<file path="src/rtl/rrx_pkg.sv">
package rrx_pkg;

    // Routing decision for one access
    typedef enum logic {
        ROUTE_PASS  = 1'b0,
        ROUTE_SPARE = 1'b1
    } route_e;

    // Index width for a count, never below one bit
    function automatic int idx_w(input int n);
        return (n > 1) ? $clog2(n) : 1;
    endfunction

endpackage

</file>
<file path="src/rtl/rrx_table.sv">
module rrx_table #(
    parameter int SLOT_CNT  = 5,
    parameter int SPARE_CNT = 3,
    parameter int ROW_W     = 4,
    parameter int SPARE_W   = 2,
    parameter int SLOT_W    = 3
) (
    input  logic                              clk,
    input  logic                              rst,
    input  logic                              cfg_we,
    input  logic [SLOT_W-1:0]                 cfg_slot,
    input  logic [ROW_W-1:0]                  cfg_row,
    input  logic [SPARE_W-1:0]                cfg_spare,
    output logic [SLOT_CNT-1:0]               ent_valid,
    output logic [SLOT_CNT-1:0][ROW_W-1:0]    ent_row,
    output logic [SLOT_CNT-1:0][SPARE_W-1:0]  ent_spare
);

    typedef struct packed {
        logic               valid;
        logic               lock;
        logic [ROW_W-1:0]   row;
        logic [SPARE_W-1:0] spare;
    } slot_t;

    slot_t slot_q [SLOT_CNT];

    AST_CFG_SPARE_OK: assert property (@(posedge clk) disable iff (rst)
        cfg_we |-> (int'(cfg_spare) < SPARE_CNT)) else $error("spare index out of range");

    for (genvar g = 0; g < SLOT_CNT; g++) begin : g_slot
        logic take;
        assign take = cfg_we && (cfg_slot == SLOT_W'(g)) && !slot_q[g].lock;

        always_ff @(posedge clk) begin
            if (rst) begin
                slot_q[g] <= '0;
            end else if (take) begin
                slot_q[g].valid <= 1'b1;
                slot_q[g].lock  <= 1'b1;
                slot_q[g].row   <= cfg_row;
                slot_q[g].spare <= cfg_spare;
            end
        end

        assign ent_valid[g] = slot_q[g].valid;
        assign ent_row[g]   = slot_q[g].row;
        assign ent_spare[g] = slot_q[g].spare;

        AST_LOCK_HOLDS: assert property (@(posedge clk) disable iff (rst)
            slot_q[g].lock |=> (slot_q[g].valid && $stable(slot_q[g].row)
                                && $stable(slot_q[g].spare))) else $error("locked slot changed");
    end

endmodule

</file>
<file path="src/rtl/rrx_match.sv">
module rrx_match
    import rrx_pkg::*;
#(
    parameter int SLOT_CNT = 5,
    parameter int ROW_W    = 4,
    parameter int SPARE_W  = 2,
    parameter int SLOT_W   = 3
) (
    input  logic                              rst,
    input  logic [SLOT_CNT-1:0]               ent_valid,
    input  logic [SLOT_CNT-1:0][ROW_W-1:0]    ent_row,
    input  logic [SLOT_CNT-1:0][SPARE_W-1:0]  ent_spare,
    input  logic [ROW_W-1:0]                  req_row,
    output route_e                            route,
    output logic [SPARE_W-1:0]                spare,
    output logic [SLOT_W-1:0]                 slot
);

    logic [SLOT_CNT-1:0] hit;

    // One comparator per slot, all in parallel
    for (genvar g = 0; g < SLOT_CNT; g++) begin : g_cmp
        assign hit[g] = ent_valid[g] && (ent_row[g] == req_row);
    end

    // Scan from the top down so the lowest hit is the last to be written
    always_comb begin
        route = ROUTE_PASS;
        spare = '0;
        slot  = '0;
        for (int i = SLOT_CNT - 1; i >= 0; i--) begin
            if (hit[i]) begin
                route = ROUTE_SPARE;
                spare = ent_spare[i];
                slot  = SLOT_W'(i);
            end
        end
    end

    always_comb begin
        if (!rst && route == ROUTE_SPARE) begin
            AST_SEL_MATCHES: assert (ent_valid[slot] && ent_row[slot] == req_row)
                else $error("chosen slot does not match");
            for (int j = 0; j < SLOT_CNT; j++) begin
                if (j < int'(slot)) begin
                    AST_LOWEST_WINS: assert (!(ent_valid[j] && ent_row[j] == req_row))
                        else $error("lower slot also matches");
                end
            end
        end
    end

endmodule

</file>
<file path="src/rtl/spare_row_remap.sv">
module spare_row_remap
    import rrx_pkg::*;
#(
    parameter int ROW_CNT   = 12,
    parameter int SPARE_CNT = 3,
    parameter int SLOT_CNT  = 5,
    localparam int ROW_W    = idx_w(ROW_CNT),
    localparam int SPARE_W  = idx_w(SPARE_CNT),
    localparam int SLOT_W   = idx_w(SLOT_CNT),
    localparam int PHYS_W   = idx_w(ROW_CNT + SPARE_CNT)
) (
    input  logic               clk,
    input  logic               rst,
    input  logic               cfg_we,
    input  logic [SLOT_W-1:0]  cfg_slot,
    input  logic [ROW_W-1:0]   cfg_row,
    input  logic [SPARE_W-1:0] cfg_spare,
    input  logic               req_valid,
    input  logic               req_write,
    input  logic [ROW_W-1:0]   req_row,
    output logic               mem_valid,
    output logic               mem_write,
    output logic [PHYS_W-1:0]  mem_row
);

    typedef struct packed {
        logic              valid;
        logic              write;
        logic [PHYS_W-1:0] row;
    } phys_t;

    logic [SLOT_CNT-1:0]              ent_valid;
    logic [SLOT_CNT-1:0][ROW_W-1:0]   ent_row;
    logic [SLOT_CNT-1:0][SPARE_W-1:0] ent_spare;
    route_e                           route;
    logic [SPARE_W-1:0]               hit_spare;
    logic [SLOT_W-1:0]                hit_slot;
    logic [PHYS_W-1:0]                phys_nxt;
    phys_t                            out_q;

    rrx_table #(
        .SLOT_CNT (SLOT_CNT),
        .SPARE_CNT(SPARE_CNT),
        .ROW_W    (ROW_W),
        .SPARE_W  (SPARE_W),
        .SLOT_W   (SLOT_W)
    ) u_table (
        .clk      (clk),
        .rst      (rst),
        .cfg_we   (cfg_we),
        .cfg_slot (cfg_slot),
        .cfg_row  (cfg_row),
        .cfg_spare(cfg_spare),
        .ent_valid(ent_valid),
        .ent_row  (ent_row),
        .ent_spare(ent_spare)
    );

    rrx_match #(
        .SLOT_CNT(SLOT_CNT),
        .ROW_W   (ROW_W),
        .SPARE_W (SPARE_W),
        .SLOT_W  (SLOT_W)
    ) u_match (
        .rst      (rst),
        .ent_valid(ent_valid),
        .ent_row  (ent_row),
        .ent_spare(ent_spare),
        .req_row  (req_row),
        .route    (route),
        .spare    (hit_spare),
        .slot     (hit_slot)
    );

    // Spares sit directly above the rated rows
    always_comb begin
        if (route == ROUTE_SPARE)
            phys_nxt = PHYS_W'(ROW_CNT) + PHYS_W'(hit_spare);
        else
            phys_nxt = PHYS_W'(req_row);
    end

    always_ff @(posedge clk) begin
        if (rst) begin
            out_q <= '0;
        end else begin
            out_q.valid <= req_valid;
            out_q.write <= req_write;
            out_q.row   <= phys_nxt;
        end
    end

    assign mem_valid = out_q.valid;
    assign mem_write = out_q.write;
    assign mem_row   = out_q.row;

    AST_LATENCY: assert property (@(posedge clk) disable iff (rst)
        !$past(rst) |-> (mem_valid == $past(req_valid))) else $error("strobe latency");
    AST_PHYS_BOUND: assert property (@(posedge clk) disable iff (rst)
        mem_valid |-> (int'(mem_row) < ROW_CNT + SPARE_CNT)) else $error("row beyond array");
    AST_PASS_SAME: assert property (@(posedge clk) disable iff (rst)
        (mem_valid && int'(mem_row) < ROW_CNT) |-> (mem_row == PHYS_W'($past(req_row))))
        else $error("rated row altered");
    AST_DIR_FOLLOWS: assert property (@(posedge clk) disable iff (rst)
        mem_valid |-> (mem_write == $past(req_write))) else $error("write flag lost");

endmodule

</file>
<file path="config.mk">
export PLATFORM = sky130hd
export DESIGN_NAME = spare_row_remap
export DESIGN_NICKNAME = d
export VERILOG_FILES = /design/src/rtl/rrx_pkg.sv /design/src/rtl/rrx_table.sv /design/src/rtl/rrx_match.sv /design/src/rtl/spare_row_remap.sv
export SDC_FILE = /design/constraint.sdc
export NUM_CORES = 1
export LEC_CHECK = 0
export BUFFER_PORTS_ARGS = -buffer_cell sky130_fd_sc_hd__buf_2
export CORE_MARGIN = 5
export CORE_UTILIZATION = 61
export CTS_CLUSTER_SIZE = 14
export DETAILED_ROUTE_END_ITERATION = 12
export PLACE_DENSITY = 0.89
export REMOVE_ABC_BUFFERS = 1
export SLEW_MARGIN = 20
export SYNTH_ARGS = -nofsm -noshare
export SYNTH_HDL_FRONTEND = slang
export SYNTH_SLANG_ARGS = --single-unit
</file>
<file path="constraint.sdc">
create_clock -name clk -period 4.1 [get_ports clk]
set_clock_uncertainty 0.05 [all_clocks]
set_input_delay 0.205 -clock clk [delete_from_list [all_inputs] [get_ports clk]]
set_output_delay 0.205 -clock clk [all_outputs]
set_load 0.05 [all_outputs]
</file>
### Word level (Yosys, flattened, before mapping)

Memories as Yosys holds them, arrays and structs flattened.
Index checks and enable logic that the tools add are counted.

* register bits after elaboration: 6
* memory bits (writable): 40
* bits of input ports: 18
* output and inout bits: 6
* memories: 1

* add/sub/neg operators: 1
* equal/unequal tests: 9
* multiplexer cells: 48
* bitwise operators: 20
* reduce and logical (&&, ||, !) cells: 21

Memory list
* u_table.slot_q: words 5, bits a word 8, rd ports 5, clocked after memory_dff 0, write ports 5, RTL line rrx_table.sv:26 `slot_t slot_q [SLOT_CNT];`

Operators with widths (count)
* $mux W1: 32
* $mux W4: 6
* $eq A4 B4 Y1: 5
* $mux W2: 10
* $or A1 B1 Y1: 20
* $logic_and A1 B1 Y1: 15
* $eq A3 B2 Y1 const B: 2
* $logic_not A1 Y1: 5
* $add A3 B3 Y4 const A: 1
* $eq A3 B1 Y1 const B: 1
* $eq A3 B3 Y1 const B: 1
* $logic_not A3 Y1: 1

### Longest topological paths before layout

An unclocked memory read counts as a cell.

* word-level depth: 10
* gate-level depth with buffers: 7
* gate-level depth less buffers: 6

### Modules after synthesis

A second synthesis with hierarchy kept.

* cells, all modules: 176
* area total of the unflattened synthesis: 2095.8 um2

By module, submodules not included
* rrx_table: times used 1, cells an instance 105, area each 1470.2 um2
* rrx_match: times used 1, cells an instance 55, area each 450.4 um2
* spare_row_remap: times used 1, cells an instance 16, area each 175.2 um2

### Worst setup path after synthesis

OpenSTA, ideal clock, no wires.

* kind: input to register
* start point: input port cfg_we
* end point: memory u_table.slot_q[2][0] (netlist name) (enable)
* arrival: 1.136 ns
* data required time: 3.667 ns
* path slack: 2.531 ns
* stages on the path: 3
* buffers on the path: 0
* cells stage by stage: nor2b_1 nand2_1 o31ai_1

RTL lines
* start: declaration: RTL line spare_row_remap.sv:14 `input logic cfg_we,`
* end: declaration: RTL line rrx_table.sv:26

==> impl_metrics.env <==
export IMPL_status="complete, no violations"
export IMPL_synth_edf_count=34
export IMPL_top_layer="met4"
export IMPL_fp_row_count=20
export IMPL_hpwl_um=2615
export IMPL_die_y_um=66.15
export IMPL_nets=193
export IMPL_antenna_found_initial=0
export IMPL_synth_cell_types=32
export IMPL_num_vias=1208
export IMPL_area_growth_pct=8.328
export IMPL_yosysTopAreaCell="edfxtp_1"
export IMPL_critical_path_class="flop to flop"
export IMPL_fin_crit_ns=1.715
export IMPL_synth_top_area_frac=0.5309
export IMPL_route_final_wire_length_um=3436
export IMPL_post_cts_buffers=0
export IMPL_portBuffers=23
export IMPL_p_per_area_nw_per_um2=354.7
export IMPL_ctsResizeCount=0
export IMPL_fmax_mhz=583.1
export IMPL_met1_length_um=1298
export IMPL_crit_arrival_ns=1.89
export IMPL_ant_nets=0
export IMPL_dr_pass1_iters=4
export IMPL_drc=0
export IMPL_tightest_slew_ns=0.9770
export IMPL_ys_top_cells_by_area="edfxtp_1 53%, and2_1 9.8%, dfxtp_1 7.3%"
export IMPL_finalSetupTns_ns=0
export IMPL_grt_usage=0.1794
export IMPL_syn_inst=151
export IMPL_final_core_util=0.6880
export IMPL_cp_end_kind="flop"
export IMPL_grt_max_degree=13
export IMPL_synth_async_reset_ratio=0
export IMPL_final_hold_violation_count=0
export IMPL_cts_buffers=5
export IMPL_fill_cells=224
export IMPL_clkTransAtPathRegs_ns=0.11
export IMPL_peakVddDrop_mv=0.1879
export IMPL_synth_warnings=0
export IMPL_core_sq_um=3028
export IMPL_cp_start_kind="flop"
export IMPL_total_power_w=0.0007389
export IMPL_ios=24
export IMPL_overflow=0
export IMPL_min_path_type="input port to flop"
export IMPL_drt_initial_drc_count=78
export IMPL_ys_seq_elements=41
export IMPL_fp_dieArea_sq_um=4376
export IMPL_start_util=0.6351
export IMPL_clock_sinks=41
export IMPL_antenna_cells=0
export IMPL_p_leak_nw=0.8060
export IMPL_htree_num_levels=2
export IMPL_rsz0062_at_grt="no"
export IMPL_synth_avg_cell_area_sq_um=12.74
export IMPL_insertion_delay_ns=0.33
export IMPL_setup_viol=0
export IMPL_required_ns=4.28
export IMPL_multiInputGateArea_sq_um=683.2
export IMPL_cts_buffer_depth=2
export IMPL_postCtsHoldBufs=0
export IMPL_grt_pass1_vias=1178
export IMPL_period_share=0.4183
export IMPL_dr_wl_met3_um=240
export IMPL_cts_tree="yes"
export IMPL_slew_viol_final=0
export IMPL_drv_cap=0
export IMPL_layout_drive_gt1_share=0.1932
export IMPL_avgViaCountPerCell=5.491
export IMPL_ff_latch_area_sq_um=1161
export IMPL_routedWlPerCell_um=15.62
export IMPL_place_gp_congestion=0.9485
export IMPL_wl_met2_um=1822
export IMPL_root_buffer="clkbuf_4"
export IMPL_ys_seq_area_frac=0.6038
export IMPL_slew_headroom=0.3431
export IMPL_grt_first_pass_wirelength_um=5616
export IMPL_die_x_um=66.15
export IMPL_netlist_area_sq_um=1923
export IMPL_ys_top_cells_by_count="34 x edfxtp_1, 30 x and2_1, 13 x xor2_1, 9 x nand2_1, 7 x dfxtp_1"
export IMPL_crit_path_max_fanout=2
export IMPL_synth_main_ff_cell="edfxtp_1"
export IMPL_synth_most_common_cell="edfxtp_1"
[layer usage]
metal,global-route usage,vias up
met4,0.06345,0
met1,0.2232,575
met5,0,-
met2,0.3086,39
met3,0.03571,8
li1,-,586
[worst max-delay path, cell delays in order (launching register included)]
cell	delay, ns
edfxtp_1	0.40
a222oi_1	0.27
nor4b_2	0.32
nand2_1	0.12
o221a_1	0.24
o221a_1	0.22
[per-stage QoR]
stage	worst slack (ns)	std cells	hold WS, ns	area [sq um]
detailed placement	2.163	212	0.3712	2033
floorplan	2.531	145	0.2241	1863
global route	2.244	220	0.07140	2083
global placement	2.314	212	0.3643	2033
finish	2.385	220	0.02654	2083
CTS	2.381	220	0.01332	2083
[flip-flops by register name, indices dropped and copies added (netlist names)]
register,cells
mem_row,4
mem_valid,1
u_table.slot_q,35
mem_write,1
[worst paths after layout]
kind | slack, ns | endpoint | startpoint | cells after the start
setup / recovery | 2.39 | mem_row[1]$_SDFF_PP0_ | u_table.slot_q[4][3]$_DFFE_PP_ | 5
hold / removal | 0.03 | mem_write$_SDFF_PP0_ | req_write | 2
setup reg to reg | 2.39 | mem_row[1]$_SDFF_PP0_ | u_table.slot_q[4][3]$_DFFE_PP_ | 5
hold reg to reg | 0.45 | u_table.slot_q[4][6]$_SDFFE_PN1P_ | u_table.slot_q[4][6]$_SDFFE_PN1P_ | 2
[kinds of logic (layout without fill, tap and decap cells)]
logic type                Yosys count  count (layout)  share of synthesized area
AOI/OAI and AO/OA                  14              14                    0.05790
xor gates and xnor gates           17              17                    0.07742
buffers and inverters              11              36                    0.04099
DFF                                41              41                     0.6038
and+or+nand+nor                    68              68                     0.2199
[report_power, final]
| part | total (W) | switching (W) | internal (W) | leakage, nW |
|---|---|---|---|---|
| logic | 0.0000821 | 0.0000548 | 0.0000273 | 0.365 |
| clock network | 0.000179 | 0.000117 | 0.0000621 | 0.0300 |
| registers | 0.000478 | 0.00000762 | 0.000470 | 0.411 |
[placed cells by master (no fill, tap or decap), types with 2 or more instances in the layout]
cell type  instances
edfxtp_1          34
and2_1            30
buf_2             23
xor2_1            13
nand2_1            9
dfxtp_1            7
nand3_1            5
nor3_1             5
clkbuf_4           5
inv_1              4
nand3b_1           4
xnor2_1            4
o221a_1            4
nor2_1             3
nor2b_1            3
o21ai_0            2
nor4_2             2
o21a_1             2
a31oi_1            2
clkinv_1           2
[final cells by class]
| cell class | instances | area share |
|---|---|---|
| flip-flops and latches | 41 | 0.5574 |
| multi-input cells | 99 | 0.3279 |
| repair buffers | 23 | 0.05526 |
| well taps | 44 | 0.02643 |
| clock buffers | 5 | 0.01802 |
| inverters | 5 | 0.009009 |
| clock inverters | 3 | 0.006006 |
(Power assumes the default switching activity.)
